--- config.mk ---
export PLATFORM = sky130hd
export DESIGN_NAME = regen_ctrl
export DESIGN_NICKNAME = d
export VERILOG_FILES = /design/src/rtl/regen_pkg.sv /design/src/rtl/regen_pin_sync.sv /design/src/rtl/regen_edge_delay.sv /design/src/rtl/regen_sc_watch.sv /design/src/rtl/regen_ctrl.sv
export SDC_FILE = /design/constraint.sdc
export NUM_CORES = 1
export LEC_CHECK = 0
export BUFFER_PORTS_ARGS = -buffer_cell sky130_fd_sc_hd__buf_4
export CAP_MARGIN = 0
export CORE_MARGIN = 3
export CORE_UTILIZATION = 50
export CTS_BUF_LIST = sky130_fd_sc_hd__clkbuf_4 sky130_fd_sc_hd__clkbuf_8
export DETAILED_ROUTE_END_ITERATION = 7
export PLACE_DENSITY = 0.69
export SYNTH_ARGS = -nofsm -noshare
export SYNTH_HDL_FRONTEND = slang
export SYNTH_SLANG_ARGS = --single-unit
--- constraint.sdc ---
create_clock -name clk -period 13.45 [get_ports clk]
set_input_delay 1.345 -clock clk [delete_from_list [all_inputs] [get_ports clk]]
set_output_delay 1.345 -clock clk [all_outputs]
set_load 0.03 [all_outputs]
--- src/rtl/regen_pkg.sv ---
package regen_pkg;

    typedef enum logic [1:0] {
        ST_OFF     = 2'b00,
        ST_STANDBY = 2'b01,
        ST_ACTIVE  = 2'b10,
        ST_FAULT   = 2'b11
    } dev_state_e;

    // delayed pin as seen by the enable logic
    typedef struct packed {
        logic level;   // accepted pin level after its delay
        logic rise;    // one-cycle pulse when level is accepted high
    } pin_view_t;

    function automatic logic state_allows(input dev_state_e s);
        return (s == ST_STANDBY) || (s == ST_ACTIVE);
    endfunction

endpackage

--- src/rtl/regen_pin_sync.sv ---
module regen_pin_sync #(
    parameter int STAGES = 2
) (
    input  logic clk,
    input  logic rst,
    input  logic din,
    output logic dout
);
    logic [STAGES-1:0] chain;

    always_ff @(posedge clk) begin
        if (rst) chain <= '0;
        else     chain <= {chain[STAGES-2:0], din};
    end

    assign dout = chain[STAGES-1];
endmodule

--- src/rtl/regen_edge_delay.sv ---
module regen_edge_delay
    import regen_pkg::*;
#(
    parameter int CODE_W     = 4,
    parameter int STEP_TICKS = 1000
) (
    input  logic              clk,
    input  logic              rst,
    input  logic              pin_s,
    input  logic [CODE_W-1:0] up_code,
    input  logic [CODE_W-1:0] down_code,
    input  logic              tick,
    output pin_view_t         view
);
    localparam int MAX_LIM = ((1 << CODE_W) - 1) * STEP_TICKS;
    localparam int CNT_W   = $clog2(MAX_LIM + 1);

    logic             level;
    logic             rise;
    logic [CNT_W-1:0] cnt;
    logic [CNT_W-1:0] limit;

    // pending target is always the synchronised pin; its direction picks the code
    always_comb begin
        limit = (pin_s ? CNT_W'(up_code) : CNT_W'(down_code)) * CNT_W'(STEP_TICKS);
    end

    always_ff @(posedge clk) begin
        if (rst) begin
            level <= 1'b0;
            rise  <= 1'b0;
            cnt   <= '0;
        end else begin
            rise <= 1'b0;
            if (pin_s == level) begin
                cnt <= '0;                 // no change pending, or cancelled
            end else if (cnt >= limit) begin
                level <= pin_s;
                rise  <= pin_s;
                cnt   <= '0;
            end else if (tick) begin
                cnt <= cnt + 1'b1;
            end
        end
    end

    assign view = '{level: level, rise: rise};

    assert_delay_bound_R6: assert property (@(posedge clk) disable iff (rst)
        cnt <= CNT_W'(MAX_LIM));

    // a level that agrees with the pin never changes on the next edge
    assert_cancel_R8: assert property (@(posedge clk) disable iff (rst)
        (pin_s == level) |=> (level == $past(level)));

    assert_rise_pulse_R12: assert property (@(posedge clk) disable iff (rst)
        rise |-> level);
endmodule

--- src/rtl/regen_sc_watch.sv ---
module regen_sc_watch #(
    parameter int LIMIT_TICKS = 1000
) (
    input  logic clk,
    input  logic rst,
    input  logic drive_en,
    input  logic above_thr,
    input  logic tick,
    output logic trip
);
    localparam int CW = $clog2(LIMIT_TICKS + 1);

    logic [CW-1:0] low_cnt;

    // one window serves start-up and steady running: it counts low ticks while driven
    assign trip = drive_en && !above_thr && tick && (low_cnt == CW'(LIMIT_TICKS - 1));

    always_ff @(posedge clk) begin
        if (rst) begin
            low_cnt <= '0;
        end else if (!drive_en || above_thr) begin
            low_cnt <= '0;
        end else if (tick) begin
            low_cnt <= trip ? '0 : low_cnt + 1'b1;
        end
    end

    assert_window_bound_R11: assert property (@(posedge clk) disable iff (rst)
        low_cnt < CW'(LIMIT_TICKS));

    assert_window_clear_R11: assert property (@(posedge clk) disable iff (rst)
        above_thr |=> (low_cnt == '0));

    assert_tick_only_R13: assert property (@(posedge clk) disable iff (rst)
        !tick |=> $stable(low_cnt) || (low_cnt == '0));
endmodule

--- src/rtl/regen_ctrl.sv ---
module regen_ctrl
    import regen_pkg::*;
#(
    parameter int CODE_W         = 4,
    parameter int STEP_TICKS     = 1000,
    parameter int SC_LIMIT_TICKS = 1000,
    parameter int SYNC_STAGES    = 2
) (
    input  logic              clk,
    input  logic              rst,
    input  logic [1:0]        dev_state,
    input  logic              reg_en,
    input  logic              pin_mode,
    input  logic              en_pin,
    input  logic [CODE_W-1:0] up_code,
    input  logic [CODE_W-1:0] down_code,
    input  logic              us_tick,
    input  logic              above_thr,
    output logic              drive_en,
    output logic              sc_event
);
    logic      pin_s;
    pin_view_t pin_v;
    logic      trip;
    logic      sc_lock;
    logic      lock_next;
    logic      want;
    logic      rearm;
    logic      st_ok;

    regen_pin_sync #(.STAGES(SYNC_STAGES)) u_sync (
        .clk  (clk),
        .rst  (rst),
        .din  (en_pin),
        .dout (pin_s)
    );

    regen_edge_delay #(.CODE_W(CODE_W), .STEP_TICKS(STEP_TICKS)) u_delay (
        .clk       (clk),
        .rst       (rst),
        .pin_s     (pin_s),
        .up_code   (up_code),
        .down_code (down_code),
        .tick      (us_tick),
        .view      (pin_v)
    );

    regen_sc_watch #(.LIMIT_TICKS(SC_LIMIT_TICKS)) u_watch (
        .clk       (clk),
        .rst       (rst),
        .drive_en  (drive_en),
        .above_thr (above_thr),
        .tick      (us_tick),
        .trip      (trip)
    );

    always_comb begin
        st_ok = state_allows(dev_state_e'(dev_state));
        want  = st_ok && reg_en && (!pin_mode || pin_v.level);
        rearm = pin_mode && pin_v.rise;
        if (trip)                 lock_next = 1'b1;
        else if (!reg_en || rearm) lock_next = 1'b0;
        else                       lock_next = sc_lock;
    end

    always_ff @(posedge clk) begin
        if (rst) begin
            drive_en <= 1'b0;
            sc_event <= 1'b0;
            sc_lock  <= 1'b0;
        end else begin
            drive_en <= want && !lock_next;
            sc_event <= trip;
            sc_lock  <= lock_next;
        end
    end

    assert_bad_state_off_R2: assert property (@(posedge clk) disable iff (rst)
        !st_ok |=> !drive_en);

    assert_no_enable_off_R3: assert property (@(posedge clk) disable iff (rst)
        !reg_en |=> !drive_en);

    assert_sc_single_R10: assert property (@(posedge clk) disable iff (rst)
        sc_event |=> !sc_event);

    assert_sc_drops_drive_R10: assert property (@(posedge clk) disable iff (rst)
        sc_event |-> !drive_en);

    assert_lock_holds_R12: assert property (@(posedge clk) disable iff (rst)
        (sc_lock && reg_en && !rearm) |=> !drive_en);
endmodule

==> reports/summary.md, run 1 <==
The number of pins exceeding their max-slew limit in the final report is 0, and the horizontal die dimension is 71.78 µm. The tools report the post-detailed-placement half-perimeter wirelength as 2953 µm. The count of antenna-violating nets left after detailed routing came out at 0.

The signal on the critical path passes through buf_4 > mux2i_2 > inv_2 > fa_1 > inv_1 > fa_1 > inv_1 > ha_1 > o21ai_0 > o21bai_1 > a21oi_1 > mux2i_1 > nor2_1 > ha_1 > and4_1 > a21oi_1 > nand3_2 > nor2_1. STA classifies the critical path endpoint as a flip-flop. Of the total synthesized cell area, the portion taken by full adders, half adders and majority gates is 22.67%. The warning count from the yosys run was 0; the share of layout cells above drive strength 1 was 14.34%. Category of the worst setup path launch point: an input pin. In this run the critical register-to-register path is launched from u_sync.chain[1]$_SDFF_PP0_.

The tightest min-delay check is of the reg -> reg type. Summed over all layers, the routed wires come to 3723 µm. After Yosys synthesis, and, or, nand and nor cells account for 21.57% of the synthesized area. Between clock sinks in the finished design, the worst skew comes to 0.006351 ns.

The run gives 43 as the number of distinct library cell variants in the gate-level netlist after synthesis. On the critical path, the stage with the largest delay is an instance of sky130_fd_sc_hd__fa_1. Complex-gate fraction of the synthesized area: 6.998%. Among cell families on the critical path, the largest total delay comes from adder cells. The post-cts gate resize count was 0; the post-placement setup slack was 7.809 ns. The run gives 0.9192 as the placer's final routability congestion estimate. Setup repair after global routing left no endpoint under its margin.

The power consumption is 0.0002360 W. The number of setup violations in the final report came out at 0. Cell count along the critical path: 18.

TritonCTS built the clock tree. In this run, the clock network consumes 28.8% of the power. Entering global routing, the biggest net connects 15 pins.

VDD sags by at most 0.00006387 V. After technology mapping, the gate count stands at 236. In this run, synthesis inferred 0 flip-flops with an integrated enable. The later pin in the worst-skew pair is clocked with a latency of 0.28 ns. Summing all multi-input logic gate instances after layout gives 1441 µm². For the switching power total, the log shows 0.00007371 W.

The logic gate share of total power came out at 31.8%. For this block, the via count after detailed routing is 1587. The first global-routing pass estimated 6520 µm of wire. The most used flip-flop cell after synthesis is sky130_fd_sc_hd__dfxtp_1. A synthesized cell averages 9.167 µm². Counting cells, the worst reg-to-reg path comes to 17. The maximum fanout encountered on the critical timing path came out at 14. The highest achievable clock rate was 187.3 MHz; the proportion of synthesized flip-flops having asynchronous set or reset was 0%. The number of detailed-routing iterations run before antenna repair is 4.

At the worst endpoint, the required time is 13.66 ns. The vias per cell was 5.153. The detailed-route wire length per cell works out to 12.09 µm.

The clock root buffer master was sky130_fd_sc_hd__clkbuf_8. The layout has 362 filler cells. The tools report the data arrival time of the critical path as 5.55 ns. In this run the post-CTS setup repair buffer count came out at 0. Registers are responsible for 39.3% of the overall power.

In this run, the number of DRC markers left after iteration 0 of detailed routing was 86. By area, the combinational part of the netlist is dominated by adder cells. The post-CTS clock slew at the launch and capture registers of the worst setup and hold paths came out at 0.06 ns. Power spread over the standard cell area amounts to 97.89 nW/µm².

Layout overhead on the synthesized area: 11.45%. The leakage power total is 0.9837 nW, and the number of buffers created by CTS is 5. The clock net in this run drives a total of 31 sinks.

The clock period minus worst slack came out at 5.339 ns. The placed cell area is 2327 µm², and the number of antenna diodes is 0. The worst register-to-register path ends at u_delay.cnt[6]$_SDFFE_PP0P_.

The area occupied by registers is 620.6 µm², and the total negative slack for setup checks is 0 ns. At the end of the flow the core is filled with cells to 59.00%. The run gives 5152 µm² as the area of the die.

The run gives 8.111 ns as the post-layout worst setup margin. Once layout is done, the placed cells without fillers occupy 2411 µm². The fraction of synthesized cell area taken by the top area cell type is 28.69%, and the total standard cell area after synthesis is 2163 µm². Of the total power, the share spent switching nets is 31.23%.

The via count of the first global-routing pass came out at 1444. The count of buffers added on input and output ports is 18. Number of levels the H-tree was split into: 2. Dividing the final minimum period by the clock period gives 39.69%.

Summing the areas of all xor and xnor instances in the mapped netlist gives 11.34% of the synthesized area. By area the synthesized netlist is led by sky130_fd_sc_hd__dfxtp_1, sky130_fd_sc_hd__ha_1, sky130_fd_sc_hd__xor2_1. The number of nets in the synthesized netlist is 288. The global-route congestion overflow total is 0. Across every metal layer, demand over resource in global routing totals 16.19%. The worst setup path startpoint is down_code[1]. The biggest area contributor in the post-synthesis netlist is sky130_fd_sc_hd__dfxtp_1. In this run the register-to-register setup slack is 8.67 ns. The delay of the slowest cell on the worst path works out to 0.63 ns.

The tools report the maximum buffer depth of the clock tree as 2. The initial utilization of the core area, before any placement, comes to 52.94%. DRC violation count after routing: 0. The vertical die dimension works out to 71.78 µm.

The run gives 309 as the number of nets in the layout. For the sequential-to-total area share from yosys stat, the log shows 28.69%. The type of the setup path with the least slack is in -> reg. The logs give 4086 µm² for the floorplan core area and 0 for the number of antenna violations at the first check in global routing. The synthesized design contains 31 register bits.

The run finished with clean final reports. For this design, the CTS-stage hold fixing added 0 buffers. The tools report the hold violation total from the final report as 0. By count the netlist is led by sky130_fd_sc_hd__dfxtp_1, sky130_fd_sc_hd__nor2_1, sky130_fd_sc_hd__ha_1, sky130_fd_sc_hd__xor2_1, sky130_fd_sc_hd__inv_1. The floorplan has 23 rows. Max-cap violations in this run came to 0. The termination of the worst setup path was u_delay.cnt[6]$_SDFFE_PP0P_. The tools report the number of top-level pins as 19.

The portion of netlist area occupied by mux cells came out at 4.049%. Headroom to the max-slew limit came out at 69.86%. The internal power of the cells totals 0.0001623 W.

Buffer and inverter count on the worst path: 4. The transition at the pin with the smallest max-transition slack came out at 0.4395 ns.
## worst min-delay path by stage
stage / to / start / slack (ns) / cells after the start
detailed placement: u_sync.chain[1]$_SDFF_PP0_ / u_sync.chain[0]$_SDFF_PP0_ / 0.43 / 1
finish: u_sync.chain[1]$_SDFF_PP0_ / u_sync.chain[0]$_SDFF_PP0_ / 0.45 / 1
global route: u_sync.chain[1]$_SDFF_PP0_ / u_sync.chain[0]$_SDFF_PP0_ / 0.46 / 1
floorplan: u_sync.chain[1]$_SDFF_PP0_ / u_sync.chain[0]$_SDFF_PP0_ / 0.41 / 1
global placement: u_sync.chain[1]$_SDFF_PP0_ / u_sync.chain[0]$_SDFF_PP0_ / 0.43 / 1
CTS: u_sync.chain[1]$_SDFF_PP0_ / u_sync.chain[0]$_SDFF_PP0_ / 0.45 / 1
## cells by family after synthesis
logic type,count (synthesis)
simple gates,90
flops,31
fa+ha+maj,35
compound gates,23
xor+xnor,28
buf+inv,22
mux,7
## flip-flops by register name, indices dropped and copies added, names as in the netlist
name / count
drive_en: 1
sc_event: 1
sc_lock: 1
u_delay.cnt: 14
u_delay.level: 1
u_delay.rise: 1
u_sync.chain: 2
u_watch.low_cnt: 10
## power by group through the flow
stage	sequential, W	combinational (W)	clock, W
finish	0.0000928	0.0000752	0.0000681
global placement	0.0000948	0.0000738	0
detailed placement	0.0000948	0.0000745	0
floorplan	0.0000947	0.0000584	0
CTS	0.0000928	0.0000756	0.0000704
global route	0.0000928	0.0000870	0.0000751
## placed cells by master, fill, tap and decap left out, drive strengths merged, types with 4 or more instances in the layout
cell type / count
nand3: 14
nor2b: 4
nand4: 7
xor2: 18
clkbuf: 5
a21oi: 8
inv: 18
ha: 28
nand2b: 5
nand2: 11
fa: 7
nor3: 5
nor2: 33
dfxtp: 31
mux2i: 6
xnor2: 10
o21ai: 5
buf: 18
## metrics by stage
stage	std cells	hold slack [ns]
CTS	308	0.4514
global route	308	0.4564
global placement	300	0.4283
floorplan	236	0.4138
detailed placement	300	0.4250
finish	308	0.4460
## worst register-to-register path: cells and delay by family (launching register included)
kind                       cells  cell delay [ns]
AOI/OAI and AO/OA              4             0.76
adders and majority gates      4             1.78
buffers and inverters          3             0.26
DFF                            1             0.51
muxes                          2             0.63
and+or+nand+nor                4             0.79
## metal layers
layer	vias up	wire length (µm)	GRT usage (%)
met5	-	0	0
met4	0	54	5.637
met3	5	194	5.189
met2	27	1527	22.45
met1	713	1946	23.48
li1	842	-	-
## layout make-up
| class | count | share of cell area, % |
|---|---|---|
| clock buffer | 5 | 2.854 |
| tap | 50 | 2.595 |
| timing repair buffer | 18 | 5.605 |
| inverter | 18 | 2.802 |
| multi-input combinational | 183 | 59.78 |
| sequential | 31 | 25.74 |
| clock inverter | 3 | 0.6227 |
No activity file was read; power rests on OpenSTA's default activity.
==> inputs of run 2 (changes only) <==
- PLACE_DENSITY: 0.69 -> 0.71
- clock period: 13.45 -> 4.6 ns (I/O delays scaled with it)
==> run 2 against run 1 <==
Global-route usage grew 1.3 points. Total power grew to 3.3 times the previous value. Critical path depth fell by 1. Worst hold slack got worse by 0.059 ns. Highest routed layer unchanged.
==> reports/summary.md, run 2 (same netlist as run 1, synthesis figures left out) <==
The largest clock skew in the final design is 0.002662 ns (was 0.006351 ns), and the post-CTS clock slew at the launch and capture registers of the worst setup and hold paths is 0.06 ns (about the same). The effective utilization at floorplan was 52.94% (unchanged); the maximum fanout encountered on the critical timing path was 5 (was 14). The type of the setup path with the least slack is reg -> reg (was in -> reg).

The logs give 4.43 ns (was 5.55 ns) for the data arrival time of the critical path and 0.29 ns (was 0.28 ns) for the clock insertion delay at the later pin of the skew report. The relative slew slack is 71.26% (was 69.86%), and the total negative slack for setup checks is 0 ns (unchanged). Dividing the final minimum period by the clock period gives 92.61%. The peak ir drop on the vdd network came out at 0.0001838 V (was 0.00006387 V).

The class of the worst hold path is in -> reg (was reg -> reg). Number of nets in the layout: 320 (was 309). The category of the worst setup path launch point is a flip-flop (was an input pin).

The tools report the critical path endpoint category as a flip-flop (unchanged). The post-detailed-placement half-perimeter wirelength was 3094 µm (was 2953 µm); the required time at the worst-slack endpoint was 4.77 ns (was 13.66 ns). The transition at the pin with the smallest max-transition slack came out at 0.4191 ns (was 0.4395 ns).

For the leakage power total, the log shows 1.049 nW (was 0.9837 nW). The logs give 2 (unchanged) for the number of levels the H-tree was split into and 7148 µm (was 6520 µm) for the wire length of the first global-routing pass. The routed via count is 1653 (was 1587), and the hold violation total from the final report is 0 (unchanged). The vertical die dimension was 71.78 µm (unchanged). The number of design-rule violations left by the first detailed-router iteration came out at 94 (was 86).

Layout overhead on the synthesized area: 17.47% (was 11.45%). The number of pins exceeding their max-slew limit in the final report was 0 (unchanged); the maximum number of pins on one net before global-route repair was 14 (was 15). The number of top-level pins was 19 (unchanged). The most common cell after layout, fill and taps aside is sky130_fd_sc_hd__nor2_1.

The CTS sink count was 31 (unchanged); the area occupied by registers was 621.8 µm² (was 620.6 µm²). The run gives 0 (unchanged) as the DRC violation count after routing. The tools report the number of setup violations in the final report as 0 (unchanged).

TritonCTS built the clock tree. Highest achievable clock rate: 234.7 MHz. The area of the die came out at 5152 µm² (unchanged). The logs give 4086 µm² (unchanged) for the floorplan core area and 17.53% (was 16.19%) for the global-route usage over all layers. The clock root buffer master was sky130_fd_sc_hd__clkbuf_8 (unchanged).

The run gives 0 (unchanged) as the number of antenna diodes. The horizontal die dimension is 71.78 µm (unchanged), and the number of detailed-routing iterations run before antenna repair is 4 (unchanged). The logs give 1610 (was 1444) for the via count of the first global-routing pass and 357 (was 362) for the filler cell count. The aggregate routed wire length is 3895 µm (was 3723 µm). Number of port buffers: 18 (unchanged). The flow ran to the end, and the final reports show no timing, DRC or antenna violations. The global-route congestion overflow total was 0 (unchanged). The total power per unit cell area came out at 308.8 nW/µm² (was 97.89 nW/µm²). Highest-count cells in the layout ignoring fill and taps: sky130_fd_sc_hd__nor2_1, sky130_fd_sc_hd__dfxtp_1, sky130_fd_sc_hd__buf_4, sky130_fd_sc_hd__ha_1, sky130_fd_sc_hd__xor2_1 (was sky130_fd_sc_hd__nor2_1, sky130_fd_sc_hd__dfxtp_1, sky130_fd_sc_hd__ha_1, sky130_fd_sc_hd__xor2_1, sky130_fd_sc_hd__buf_4). The cell row count came out at 23 (unchanged). The clock period minus worst slack was 4.260 ns; the placer's final routability congestion estimate was 0.8300 (was 0.9192).

The number of violations of the max-capacitance limit was 0 (unchanged). The final cell utilization of the core was 62.19% (was 59.00%); the maximum buffer depth of the clock tree was 2 (unchanged). Number of buffers created by CTS: 5 (unchanged). Largest registers: u_delay.cnt (14), u_watch.low_cnt (10), u_sync.chain (2) (unchanged). Number of antenna violations at the first check in global routing: 0 (unchanged).

Setup repair after global routing left no endpoint under its margin. The run gives 1454 µm² (was 1441 µm²) as the multi-input logic area. The vias per cell works out to 5.182 (was 5.153). The detailed-route wire length per cell works out to 12.21 µm (was 12.09 µm). The number of flip-flops under the largest register name is 14 (unchanged), and the share of layout cells above drive strength 1 is 18.59% (was 14.34%).

The largest register by flop count was u_delay.cnt (unchanged). The logs give 0 (unchanged) for the count of hold-fix buffers inserted at cts and 0 (unchanged) for the count of antenna-violating nets left after detailed routing.
## run 2: critical path: stages, from the launching register on
cell,delay (ns)
sky130_fd_sc_hd__dfxtp_2,0.40
sky130_fd_sc_hd__mux2_2,0.42
sky130_fd_sc_hd__fa_1,0.52
sky130_fd_sc_hd__inv_1,0.07
sky130_fd_sc_hd__fa_1,0.50
sky130_fd_sc_hd__inv_1,0.05
sky130_fd_sc_hd__ha_1,0.23
sky130_fd_sc_hd__a211oi_1,0.27
sky130_fd_sc_hd__o21bai_1,0.14
sky130_fd_sc_hd__a21oi_2,0.20
sky130_fd_sc_hd__xor2_1,0.19
sky130_fd_sc_hd__ha_1,0.26
sky130_fd_sc_hd__a21o_1,0.18
sky130_fd_sc_hd__a21o_1,0.18
sky130_fd_sc_hd__a32oi_2,0.19
sky130_fd_sc_hd__buf_4,0.15
sky130_fd_sc_hd__and2_1,0.13
sky130_fd_sc_hd__o21ai_0,0.08
## run 2: worst paths after layout
| kind | slack, ns | to | startpoint | cells past startpoint |
|---|---|---|---|---|
| setup / recovery | 0.34 | u_delay.level$_SDFFE_PP0P_ | u_sync.chain[1]$_SDFF_PP0_ | 17 |
| hold reg to reg | 0.44 | u_sync.chain[1]$_SDFF_PP0_ | u_sync.chain[0]$_SDFF_PP0_ | 1 |
| setup reg to reg | 0.34 | u_delay.level$_SDFFE_PP0P_ | u_sync.chain[1]$_SDFF_PP0_ | 17 |
| hold / removal | 0.39 | u_sync.chain[0]$_SDFF_PP0_ | en_pin | 2 |
## run 2: power by group
group          switching [W]  internal, W  leakage [nW]
logic               0.000128     0.000110         0.738
registers         0.00000130     0.000270         0.251
clock network       0.000101     0.000175        0.0612
total               0.000230     0.000554          1.05
## run 2: cell type report
cell class	instances	area share [%]
multi-input combinational	183	57.21
clock buffer	6	3.250
clock inverter	2	1.379
timing repair buffer	29	8.567
tap	50	2.462
inverter	18	2.659
sequential	31	24.47
## run 2: routing by layer
metal	track usage [%]	wire length, µm	share of wire, %
met5	0	0	0
met4	8.351	98	2.5
met3	5.049	199	5.1
met1	24.48	1954	50
met2	24.69	1642	42
## run 2: what timing repair did
action / in CTS / in global routing
gates resized for setup: 0 / 3
endpoints found under the setup margin: 0 / 16
buffers inserted: 0 / 2
endpoints found under the hold margin: 0 / 0
## run 2: stage by stage
| step | power [W] | area [µm²] | setup slack, ns | hold slack, ns | cells |
|---|---|---|---|---|---|
| 2_1_floorplan | 0.0004477 | 2163 | 0.3727 | 0.4138 | 236 |
| 3_3_place_gp | 0.0005025 | 2395 | 0.2250 | 0.4413 | 309 |
| 3_5_place_dp | 0.0005039 | 2395 | 0.05424 | 0.4405 | 309 |
| 4_1_cts | 0.0007884 | 2512 | 0.1081 | 0.3801 | 317 |
| 5_1_grt | 0.0008441 | 2541 | 0.01454 | 0.3994 | 319 |
| 6_report | 0.0007847 | 2541 | 0.3400 | 0.3866 | 319 |
==> inputs of run 3 (changes only) <==
- SYNTH_HIERARCHICAL: unset -> 1
==> run 3 against run 2 <==
Non-clock buffer count is 3 lower. Critical path depth grew 2. Sequential power about the same. Sequential share of layout area decreased by 0.33 points. Cell count up 2.2%. Via count up 3.8%. Highest routed layer unchanged.
==> reports/summary.md, run 3 <==
The logs give 0.2607 ns (was 0.3400 ns) for the post-layout worst setup margin and 0 (unchanged) for the count of antenna-violating nets left after detailed routing. In the post-synthesis netlist, the cell with the most instances is sky130_fd_sc_hd__dfxtp_1. The critical path endpoint category was a flip-flop (unchanged). The portion of netlist area occupied by mux cells is 3.922% (was 4.049%). The logs give 19 (unchanged) for the number of top-level pins and 230.5 MHz (was 234.7 MHz) for the highest achievable clock rate. The category of the worst setup path launch point is a flip-flop (unchanged). The number of setup violations in the final report was 0 (unchanged). The maximum fanout encountered on the critical timing path was 6 (was 5); the setup slack of the most critical reg-to-reg path was 0.26 ns (was 0.34 ns).

The share of layout cells above drive strength 1 is 17.75% (was 18.59%). Layout overhead on the synthesized area: 15.80% (was 17.47%). The number of distinct library cell variants in the gate-level netlist after synthesis was 47 (was 43); the sequential share of power was 34.3% (was 34.6%). The horizontal die dimension works out to 72.84 µm (was 71.78 µm).

For the number of antenna diodes, the log shows 0 (unchanged). The largest family of logic cells by synthesized area was simple AND/OR/NAND/NOR gates (was adder cells). Number of nets in the layout: 327 (was 320). Category of cells accounting for the largest share of critical-path delay: adder cells (unchanged).

The complex-gate fraction of the synthesized area came out at 8.964% (was 6.998%). The via count of the first global-routing pass came out at 1701 (was 1610). Largest registers: u_delay/cnt (14), u_watch/low_cnt (10), u_sync/chain (2) (was u_delay.cnt (14), u_watch.low_cnt (10), u_sync.chain (2)).

The parity-gate share of the synthesized area counting xor and xnor cells is 9.804% (was 11.34%), and the vertical die dimension is 72.84 µm (was 71.78 µm). The beginning of the worst hold path was rst (was en_pin). TritonCTS built the clock tree.

Top cells by count, synth: sky130_fd_sc_hd__dfxtp_1, sky130_fd_sc_hd__nor2_1, sky130_fd_sc_hd__ha_1, sky130_fd_sc_hd__xor2_1, sky130_fd_sc_hd__inv_1 (unchanged). The tools report the clock root buffer master as sky130_fd_sc_hd__clkbuf_8 (unchanged). Share of the clock period used by the worst path after layout: 94.33% (was 92.61%).

Logic gate share of total power: 30.4% (was 30.2%). The critical register-to-register path endpoint is u_delay/level$_SDFFE_PP0P_ (was u_delay.level$_SDFFE_PP0P_). The number of antenna violations at the first check in global routing is 0 (unchanged), and the net count after synthesis is 302 (was 288).

The clock insertion delay at the later pin of the skew report came out at 0.29 ns (about the same). Switching power total: 0.0002357 W (was 0.0002303 W). Among the stages of the critical path, the cell type that occurs most often is sky130_fd_sc_hd__inv_1. CP cell instances: mux2i_4 > inv_1 > fa_1 > inv_1 > fa_1 > inv_1 > ha_1 > o21ai_0 > o21ai_1 > a32o_1 > a21oi_2 > xor2_1 > ha_1 > a21oi_1 > o21ai_0 > buf_4 > mux2i_1 > a21oi_1 > o31ai_1 (was mux2_2 > fa_1 > inv_1 > fa_1 > inv_1 > ha_1 > a211oi_1 > o21bai_1 > a21oi_2 > xor2_1 > ha_1 > a21o_1 > a21o_1 > a32oi_2 > buf_4 > and2_1 > o21ai_0). The tools report the global-route usage over all layers as 17.27% (was 17.53%). The total standard cell area after synthesis came out at 2233 µm² (was 2163 µm²).

For the number of violations of the max-capacitance limit, the log shows 0 (unchanged). The number of instances in the synthesized netlist was 250 (was 236); the delay of the slowest cell on the worst path was 0.58 ns (was 0.52 ns). The fraction of synthesized cell area taken by the top area cell type is 27.79% (was 28.69%). The largest clock skew in the final design is 0.007095 ns (was 0.002662 ns), and the post-placement setup slack is 0.08961 ns (was 0.05424 ns).

The relative slew slack was 63.22% (was 71.26%). The tools report the maximum buffer depth of the clock tree as 2 (unchanged). The run gives 53.89% (was 52.94%) as the effective utilization at floorplan.

The flow ran to the end, and the final reports show no timing, DRC or antenna violations. The peak ir drop on the vdd network was 0.0002128 V (was 0.0001838 V). The warning count from the yosys run was 6 (was 0). The mean instance size in the synthesized netlist is 8.934 µm² (was 9.167 µm²), and the cell-internal power is 0.0005566 W (was 0.0005544 W). The aggregate routed wire length was 4198 µm (was 3895 µm); the sequential-to-total area share from yosys stat was 27.79% (was 28.69%). Clock share of power: 35.3% (was 35.2%). The number of port buffers is 18 (unchanged), and the detailed-route wire length per cell is 12.88 µm (was 12.21 µm). The required time at the worst-slack endpoint was 4.76 ns (was 4.77 ns).

The routed via count came out at 1716 (was 1653). Buffer and inverter count on the worst path: 4 (was 3). The transition at the pin with the smallest max-transition slack is 0.5517 ns (was 0.4191 ns), and the number of levels the H-tree was split into is 2 (unchanged). The number of pins exceeding their max-slew limit in the final report came out at 0 (unchanged).

The number of enable-type register cells in the synthesized netlist works out to 0 (unchanged). For the number of buffers created by CTS, the log shows 5 (unchanged). For the CTS sink count, the log shows 31 (unchanged).

The simple-gate share of the synthesized area works out to 22.41% (was 21.57%). The proportion of total power due to net switching is 29.75% (was 29.35%). The total power per unit cell area is 306.4 nW/µm² (was 308.8 nW/µm²). The number of buffers inserted by post-CTS setup repair is 0 (unchanged), and the final cell utilization of the core is 62.41% (was 62.19%). The floorplan core area is 4144 µm² (was 4086 µm²), and the synthesized-area fraction occupied by adder cells is 21.96% (was 22.67%). The tools report the endpoint of the worst hold-timing path as u_sync/chain[1]$_SDFF_PP0_ (was u_sync.chain[0]$_SDFF_PP0_).

The cell at the slowest stage of the critical path was sky130_fd_sc_hd__fa_1 (unchanged). Main area contributors after synthesis: sky130_fd_sc_hd__dfxtp_1, sky130_fd_sc_hd__ha_1, sky130_fd_sc_hd__xor2_1 (unchanged). The worst reg-to-reg path cell count came out at 19 (was 17).

The logs give 0 (unchanged) for the global-route congestion overflow total and 23 (unchanged) for the cell row count. The data arrival time of the critical path is 4.50 ns (was 4.43 ns). Type of the setup path with the least slack: reg -> reg (unchanged).

Worst hold margin: 0.4027 ns (was 0.3866 ns). Class of the worst hold path: in -> reg (unchanged). Post-CTS clock slew at the launch and capture registers of the worst setup and hold paths: 0.07 ns (was 0.06 ns). Highest-count cells in the layout ignoring fill and taps: sky130_fd_sc_hd__dfxtp_1, sky130_fd_sc_hd__nor2_1, sky130_fd_sc_hd__ha_1, sky130_fd_sc_hd__buf_4, sky130_fd_sc_hd__xor2_1 (was sky130_fd_sc_hd__nor2_1, sky130_fd_sc_hd__dfxtp_1, sky130_fd_sc_hd__buf_4, sky130_fd_sc_hd__ha_1, sky130_fd_sc_hd__xor2_1). The cell taking the most area after synthesis is sky130_fd_sc_hd__dfxtp_1 (unchanged). The vias per cell was 5.264 (was 5.182); the wire length of the first global-routing pass was 7231 µm (was 7148 µm). For the DRC violation count after routing, the log shows 0 (unchanged). The tools report the maximum number of pins on one net before global-route repair as 16 (was 14).

Clock period minus worst slack: 4.339 ns (was 4.260 ns). Post-detailed-placement half-perimeter wirelength: 3153 µm (was 3094 µm). Reg-to-reg startpoint: u_sync/chain[1]$_SDFF_PP0_ (was u_sync.chain[1]$_SDFF_PP0_). The leakage power total is 1.074 nW (was 1.049 nW). For the placer's final routability congestion estimate, the log shows 0.8166 (was 0.8300). The logs give 4 (unchanged) for the number of detailed-routing iterations run before antenna repair and 0 (unchanged) for the hold violation total from the final report. The run gives 5305 µm² (was 5152 µm²) as the area of the die. The most frequently used flop master after synthesis was sky130_fd_sc_hd__dfxtp_1 (unchanged).

The number of instances on the worst hold path is 2 (unchanged). The largest register by flop count is u_delay/cnt (was u_delay.cnt). The number of flip-flops under the largest register name works out to 14 (unchanged). The proportion of synthesized flip-flops having asynchronous set or reset is 0% (unchanged). The number of design-rule violations left by the first detailed-router iteration is 46 (was 94).

Most common cell after layout, fill and taps aside: sky130_fd_sc_hd__dfxtp_1 (was sky130_fd_sc_hd__nor2_1). The total of flip-flops plus latches after synthesis was 31 (unchanged).
-- run 3: cell types whose count changed after synthesis, sizes merged, moves of 3 or more --
cell   delta
and3      +4
o21ai     +6
nand3     -7
nand2     +4
nand4     +3
nor2      -4
nor3b     +3
xnor2     -5
a21oi     +3
-- run 3: worst max path at each step --
stage	from	cells past startpoint	endpoint	slack, ns
floorplan	u_sync/chain[1]$_SDFF_PP0_	20	u_delay/cnt[0]$_SDFFE_PP0P_	0.30
global placement	u_sync/chain[1]$_SDFF_PP0_	15	u_delay/cnt[13]$_SDFFE_PP0P_	0.15
detailed placement	u_sync/chain[1]$_SDFF_PP0_	17	u_delay/cnt[8]$_SDFFE_PP0P_	0.09
CTS	u_sync/chain[1]$_SDFF_PP0_	17	u_delay/cnt[8]$_SDFFE_PP0P_	0.05
global route	u_sync/chain[1]$_SDFF_PP0_	19	u_delay/level$_SDFFE_PP0P_	-0.02
finish	u_sync/chain[1]$_SDFF_PP0_	19	u_delay/level$_SDFFE_PP0P_	0.26
-- run 3: power groups by stage --
stage	clock (W)	sequential [W]	combinational (W)
floorplan	0	0.000277	0.000176
global placement	0	0.000278	0.000232
detailed placement	0	0.000278	0.000235
CTS	0.000286	0.000272	0.000238
global route	0.000300	0.000271	0.000278
finish	0.000280	0.000271	0.000241
-- run 3: area by class of cell --
cell class,count,area [µm²]
Clock buffer,6,82.58
Fill cell,372,1558
Multi-Input combinational cell,195,1526
Clock inverter,2,35.03
Sequential cell,31,624.3
Timing Repair Buffer,26,195.2
Tap cell,50,62.56
Inverter,16,60.06
-- run 3: cell families after synthesis --
logic type	Yosys count
flops	31
mux	7
compound gates	33
simple gates	95
xor+xnor	25
fa+ha+maj	35
buf+inv	24
-- run 3: worst register-to-register path, stage by stage, from the launching register on --
cell	delay [ns]
sky130_fd_sc_hd__dfxtp_4	0.42
sky130_fd_sc_hd__mux2i_4	0.25
sky130_fd_sc_hd__inv_1	0.09
sky130_fd_sc_hd__fa_1	0.58
sky130_fd_sc_hd__inv_1	0.07
sky130_fd_sc_hd__fa_1	0.50
sky130_fd_sc_hd__inv_1	0.04
sky130_fd_sc_hd__ha_1	0.33
sky130_fd_sc_hd__o21ai_0	0.17
sky130_fd_sc_hd__o21ai_1	0.11
sky130_fd_sc_hd__a32o_1	0.28
sky130_fd_sc_hd__a21oi_2	0.15
sky130_fd_sc_hd__xor2_1	0.16
sky130_fd_sc_hd__ha_1	0.28
sky130_fd_sc_hd__a21oi_1	0.17
sky130_fd_sc_hd__o21ai_0	0.14
sky130_fd_sc_hd__buf_4	0.17
sky130_fd_sc_hd__mux2i_1	0.11
sky130_fd_sc_hd__a21oi_1	0.12
sky130_fd_sc_hd__o31ai_1	0.08
-- run 3: through the flow --
stage	instances	TNS (ns)	total power (W)	area (µm²)
after floorplan	250	0	0.0004531	2233
after global placement	318	0	0.0005093	2436
after detailed placement	318	0	0.0005123	2436
after CTS	326	0	0.0007957	2554
after global routing	326	-0.01827	0.0008501	2586
final	326	0	0.0007923	2586
-- run 3: timing repair --
action,in CTS,in global routing
endpoints found under the setup margin,0,16
hold buffers,0,0
resized for setup,0,8
hold endpoints to repair,0,0
-- run 3: layer usage --
metal | wire [µm] | GRT usage [%] | share of wire [%] | vias to the layer above
li1 | - | - | - | 908
met3 | 175 | 6.198 | 4.2 | 3
met5 | 0 | 0 | 0 | -
met4 | 28 | 3.279 | 0.67 | 0
met1 | 2102 | 22.23 | 50 | 780
met2 | 1891 | 28.06 | 45 | 25
